## config.mk

```make
export PLATFORM = sky130hd
export DESIGN_NAME = fdc_rate_ctl
export DESIGN_NICKNAME = d
export VERILOG_FILES = /design/src/rtl/fdc_rate_pkg.sv /design/src/rtl/fdc_rate_regs.sv /design/src/rtl/fdc_pcomp_dec.sv /design/src/rtl/fdc_dens_map.sv /design/src/rtl/fdc_rate_ctl.sv
export SDC_FILE = /design/constraint.sdc
export NUM_CORES = 1
export LEC_CHECK = 0
export ABC_CLOCK_PERIOD_IN_PS = 1000
export CORE_AREA = 4 4 41 43
export DETAILED_ROUTE_END_ITERATION = 16
export DIE_AREA = 0 0 45 47
export SETUP_SLACK_MARGIN = 0.1
export SYNTH_ARGS = -nofsm -noshare
export SYNTH_HDL_FRONTEND = slang
export SYNTH_SLANG_ARGS = --single-unit
```

## constraint.sdc

```tcl
create_clock -name clk -period 1 [get_ports clk]
set_input_delay 0.2 -clock clk [delete_from_list [all_inputs] [get_ports clk]]
set_output_delay 0.2 -clock clk [all_outputs]
set_load 0.1 [all_outputs]
```

## src/rtl/fdc_rate_pkg.sv

```systemverilog
package fdc_rate_pkg;
  localparam int DATA_W = 8;
  localparam int RATE_W = 2;
  localparam int PC_W   = 3;
  localparam logic [DATA_W-1:0] DSR_RST_VAL = 8'h02;

  typedef enum logic [1:0] {
    DT_DENS     = 2'b00,
    DT_DENS_INV = 2'b01,
    DT_RATE     = 2'b10,
    DT_RATE_SWP = 2'b11
  } drv_type_e;

  function automatic logic density_of(input logic [RATE_W-1:0] rate);
    return (rate == 2'b00) || (rate == 2'b11);
  endfunction
endpackage

```

## src/rtl/fdc_rate_regs.sv

```systemverilog
module fdc_rate_regs #(
  parameter int DATA_W = 8,
  parameter int RATE_W = 2,
  parameter int PC_W   = 3,
  parameter logic [DATA_W-1:0] RST_VAL = 8'h02
) (
  input  logic              clk,
  input  logic              rst,
  input  logic              wr_dsr,
  input  logic              wr_ccr,
  input  logic [DATA_W-1:0] wdata,
  input  logic              fifo_acc,
  input  logic              msr_acc,
  output logic [RATE_W-1:0] rate_q,
  output logic [PC_W-1:0]   pc_q,
  output logic              lp_q,
  output logic              srst_q
);
  localparam int PC_LSB   = RATE_W;
  localparam int PC_MSB   = PC_LSB + PC_W - 1;
  localparam int SRST_BIT = DATA_W - 1;
  localparam int LP_BIT   = DATA_W - 2;

  logic srst_req, lp_req, wake;
  logic unused_rsvd;

  assign srst_req    = wr_dsr & wdata[SRST_BIT];
  assign lp_req      = wr_dsr & wdata[LP_BIT];
  assign wake        = fifo_acc | msr_acc;
  assign unused_rsvd = ^wdata[LP_BIT-1:PC_MSB+1];

  always_ff @(posedge clk) begin
    if (rst) begin
      rate_q <= RST_VAL[RATE_W-1:0];
      pc_q   <= RST_VAL[PC_MSB:PC_LSB];
      lp_q   <= 1'b0;
      srst_q <= 1'b0;
    end else begin
      srst_q <= srst_req;
      if (wr_ccr)
        rate_q <= wdata[RATE_W-1:0];
      else if (wr_dsr)
        rate_q <= wdata[RATE_W-1:0];
      if (wr_dsr)
        pc_q <= wdata[PC_MSB:PC_LSB];
      if (srst_req)
        lp_q <= 1'b0;
      else if (lp_req)
        lp_q <= 1'b1;
      else if (wake)
        lp_q <= 1'b0;
    end
  end
endmodule

```

## src/rtl/fdc_pcomp_dec.sv

```systemverilog
module fdc_pcomp_dec #(
  parameter int PC_W = 3
) (
  input  logic [PC_W-1:0] pc_code,
  output logic [PC_W-1:0] steps,
  output logic            use_dflt
);
  localparam logic [PC_W-1:0] CODE_DFLT = '0;
  localparam logic [PC_W-1:0] CODE_ZERO = '1;

  always_comb begin
    use_dflt = (pc_code == CODE_DFLT);
    if (pc_code == CODE_ZERO)
      steps = '0;
    else
      steps = pc_code;
  end
endmodule

```

## src/rtl/fdc_dens_map.sv

```systemverilog
module fdc_dens_map
  import fdc_rate_pkg::*;
(
  input  logic [1:0] rate,
  input  logic [1:0] dtype,
  output logic [1:0] pins
);
  logic dens;
  assign dens = density_of(rate);

  always_comb begin
    case (drv_type_e'(dtype))
      DT_DENS:     pins = {dens, rate[0]};
      DT_DENS_INV: pins = {~dens, rate[0]};
      DT_RATE:     pins = {rate[1], rate[0]};
      default:     pins = {rate[0], rate[1]};
    endcase
  end
endmodule

```

## src/rtl/fdc_rate_ctl.sv

```systemverilog
module fdc_rate_ctl
  import fdc_rate_pkg::*;
(
  input  logic              clk,
  input  logic              rst,
  input  logic              wr_dsr,
  input  logic              wr_ccr,
  input  logic [DATA_W-1:0] wdata,
  input  logic              fifo_acc,
  input  logic              msr_acc,
  input  logic [1:0]        drv_type,
  output logic [RATE_W-1:0] rate_code,
  output logic [PC_W-1:0]   pcomp_steps,
  output logic              pcomp_dflt,
  output logic              low_power,
  output logic              soft_rst,
  output logic [1:0]        dens_pin
);
  logic [PC_W-1:0] pc_q;

  fdc_rate_regs #(
    .DATA_W (DATA_W),
    .RATE_W (RATE_W),
    .PC_W   (PC_W),
    .RST_VAL(DSR_RST_VAL)
  ) regs_i (
    .clk     (clk),
    .rst     (rst),
    .wr_dsr  (wr_dsr),
    .wr_ccr  (wr_ccr),
    .wdata   (wdata),
    .fifo_acc(fifo_acc),
    .msr_acc (msr_acc),
    .rate_q  (rate_code),
    .pc_q    (pc_q),
    .lp_q    (low_power),
    .srst_q  (soft_rst)
  );

  fdc_pcomp_dec #(.PC_W(PC_W)) pcomp_i (
    .pc_code (pc_q),
    .steps   (pcomp_steps),
    .use_dflt(pcomp_dflt)
  );

  fdc_dens_map dens_i (
    .rate (rate_code),
    .dtype(drv_type),
    .pins (dens_pin)
  );
endmodule

```

==> summary.txt <==
Run status
  • Status: finished with violations
  • Failing checks: setup timing

Critical path
  • CP Capture Type: output port
  • Critical Path Max Stage Delay: around 0.36 ns
  • Kind of cell adding the most delay to the critical path: flip-flops
  • Required @ worst endpoint: around 0.8 ns
  • Crit. path cell count: 4
  • CP bufs+invs: 1
  • Worst reg2reg path depth: 5
  • Worst Setup Path Type: reg -> out
  • Arrival @ worst endpoint: about 1.2 ns
  • Cell breakdown of the critical path: nor3b_2, a21oi_2, a31oi_4, buf_12
  • Max Fanout on Critical Path: 5
  • Critical Path Source Type: flop
  • Slowest-stage cell, CP: dfxtp_4

Floorplan
  • Initial core utilization: 0.264
  • Die width: around 45 microns
  • Number of top-level pins: 26
  • Die area: around 0.0021 sq mm
  • Core Footprint: 0.00130 sq mm
  • Die Y: ~47 microns
  • FP Rows: 13

Detailed routing
  • Vias per cell: about 4.7
  • Initial DRC count: 16
  • Final WL: 1050 microns
  • DR pass1 iterations: 4
  • Met3 Wirelength: around 120 microns
  • Met2 wire len: 543 microns
  • Via Count: between 400 and 500
  • Wire length per cell: about 12 microns
  • Final ANT Viol Nets: 0
  • Highest metal used: met4
  • Wl on met1: 369 microns
  • Post-route DRC: 0

Pwr
  • PwrDens: 1250 mW/mm^2
  • Overall Power: between 1 and 1.5 mW
  • Pleak: approximately 0.37 nW
  • Worst VDD drop: between 800 and 900 uV

Min path
  • WHS Path Cells: 3
  • Hold Crit Class: in -> reg

Global routing
  • Gr usage total: 0.111
  • Total gr overflow: 0
  • Largest net degree at the start of global routing: 8
  • First-pass GRT wire length: 1610 microns
  • Initial antenna violation count: 0
  • Vias in the first global route: approximately 370

Clock network
  • CTS H-tree depth: 1
  • Clock-pin slew on the worst setup and hold paths: around 0.05 ns
  • Clock Tree Buf Depth: 2
  • CTS tree: yes
  • Clock Tree Root: clkbuf_4
  • Clk sinks: 7
  • Cts bufs inserted: 3
  • Clk_lat worst skew: between 0.2 and 0.3 ns

STA
  • RSZ-0062 raised after global routing: yes
  • Setup WS post-layout: -0.396 ns
  • Worst rel slew slack: 0.819
  • Worst-Margin Slew: 0.271 ns
  • Hold Violations, Final: 0
  • Final setup skew: 0 ns
  • Fin Hold WS: 0.421 ns
  • Setup Viol. Count Final: 8
  • Final Slew Violations: 0
  • Final min period: ~1.4 ns
  • Final period util: 1.40
  • F_max: 0.716 GHz
  • Total negative slack: -2.18 ns

Logic synthesis
  • YS warnings: 0
  • Mapped Nets: 55
  • Synth Register Bits: 7
  • Avg Inst Size Synth: around 9 sq um
  • Area share of the largest cell type after synthesis: 0.407
  • Seq/Total Area, Yosys: 0.407
  • Top cells by area, synth: dfxtp_1 (41%), mux2i_1 (8.7%), a21boi_0 (6.5%), nor2_1 (6.5%), o21ai_0 (4.4%)
  • Yosys cell types: 16
  • Post-synthesis cell area: between 300 and 400 sq um
  • Yosys top cell by area: dfxtp_1
  • Synth Instances: 39

Final layout
  • Fin area: about 900 sq um
  • FILL cells: 114
  • Antenna cells: 0
  • Layout cells sized above 1: 0.560
  • Nets: about 90
  • Area taken by multi-input logic gates: 273 sq um
  • Layout area overhead: 163%
  • Register Area: 164 sq um

Placed design
  • DP HPWL: just over 800 microns
  • Placed cell area: about 840 sq um
  • GP Congestion: between 0.6 and 0.7
  • PortBufs: 24
  • Place WS: -0.620 ns

Run
  • Max-cap violations: 0
==> final cells by class <==
| class | instances | area share |
|---|---|---|
| Sequential cell | 7 | 0.181 |
| Timing Repair Buffer | 33 | 0.463 |
| Tap cell | 15 | 0.0207 |
| Clock buffer | 4 | 0.0290 |
| Multi-Input combinational cell | 30 | 0.302 |
| Inverter | 1 | 0.00415 |
==> cell families after synthesis <==
family	after synthesis	share of synthesized area
buf+inv	2	0.0436
compound gates	12	0.222
flops	7	0.407
simple gates	14	0.196
mux	4	0.131
==> worst register-to-register path: stages (launching register included) <==
cell	delay, ns
dfxtp_4	0.36
buf_6	0.12
buf_6	0.11
buf_4	0.12
nand2_2	0.05
a21oi_2	0.05
==> worst paths after layout <==
kind | startpoint | end | slack [ns]
max | regs_i.rate_q[0]$_SDFFE_PP0P_ | dens_pin[1] | -0.40
min | wr_dsr | regs_i.lp_q$_SDFFE_PP0P_ | 0.42
max reg2reg | regs_i.rate_q[0]$_SDFFE_PP0P_ | regs_i.rate_q[0]$_SDFFE_PP0P_ | 0.06
min reg2reg | regs_i.rate_q[1]$_SDFFE_PP1P_ | regs_i.rate_q[1]$_SDFFE_PP1P_ | 0.53
==> registers in the layout (all words and copies together) (netlist names) <==
name and flops:
regs_i.srst_q 1, regs_i.pc_q 3, regs_i.lp_q 1, regs_i.rate_q 2
==> metrics by stage <==
step           utilization  instances
3_5_place_dp         0.644         83
5_1_grt              0.695         90
2_1_floorplan            -         39
4_1_cts              0.676         88
6_report             0.695         90
3_3_place_gp         0.644         83
==> placed cells by master, fill, tap and decap left out, drive strengths merged <==
cell,instances
nor3,2
a21boi,3
nor3b,1
buf,19
mux2,1
a211oi,2
clkbuf,4
dfxtp,7
clkdlybuf4s50,11
dlygate4sd2,3
nand3b,1
a31oi,1
nor2,6
o21ai,3
mux2i,3
nand2,4
a22oi,1
a21oi,2
inv,1
==> synth_stat cells <==
cell type and instances:
a211oi_1 2, a21boi_0 3, a21oi_1 2, a22oi_1 1, a31oi_1 1, buf_6 1, dfxtp_1 7, inv_1 1
mux2_4 1, mux2i_1 3, nand2_1 4, nand3b_1 1, nor2_1 6, nor3_1 2, nor3b_2 1, o21ai_0 3
==> timing repair <==
item | in CTS | in global routing
buffers inserted | 1 | 2
hold buffers | 0 | 0
setup endpoints to repair | 13 | 10
pin swaps | 1 | 3
resized for setup | 6 | 3
==> per-layer routing <==
layer | vias to the layer above | GRT usage
met5 | - | 0
met4 | 0 | 0.0526
met3 | 2 | 0.0728
met2 | 19 | 0.181
met1 | 193 | 0.110
li1 | 211 | -
==> where the power goes <==
part	switching, mW	total, mW	internal [mW]
logic	0.307	0.549	0.242
clock network	0.103	0.256	0.152
registers	0.0344	0.325	0.291
total	0.445	1.13	0.685
Note: power is estimated with default switching activity, not from simulation.
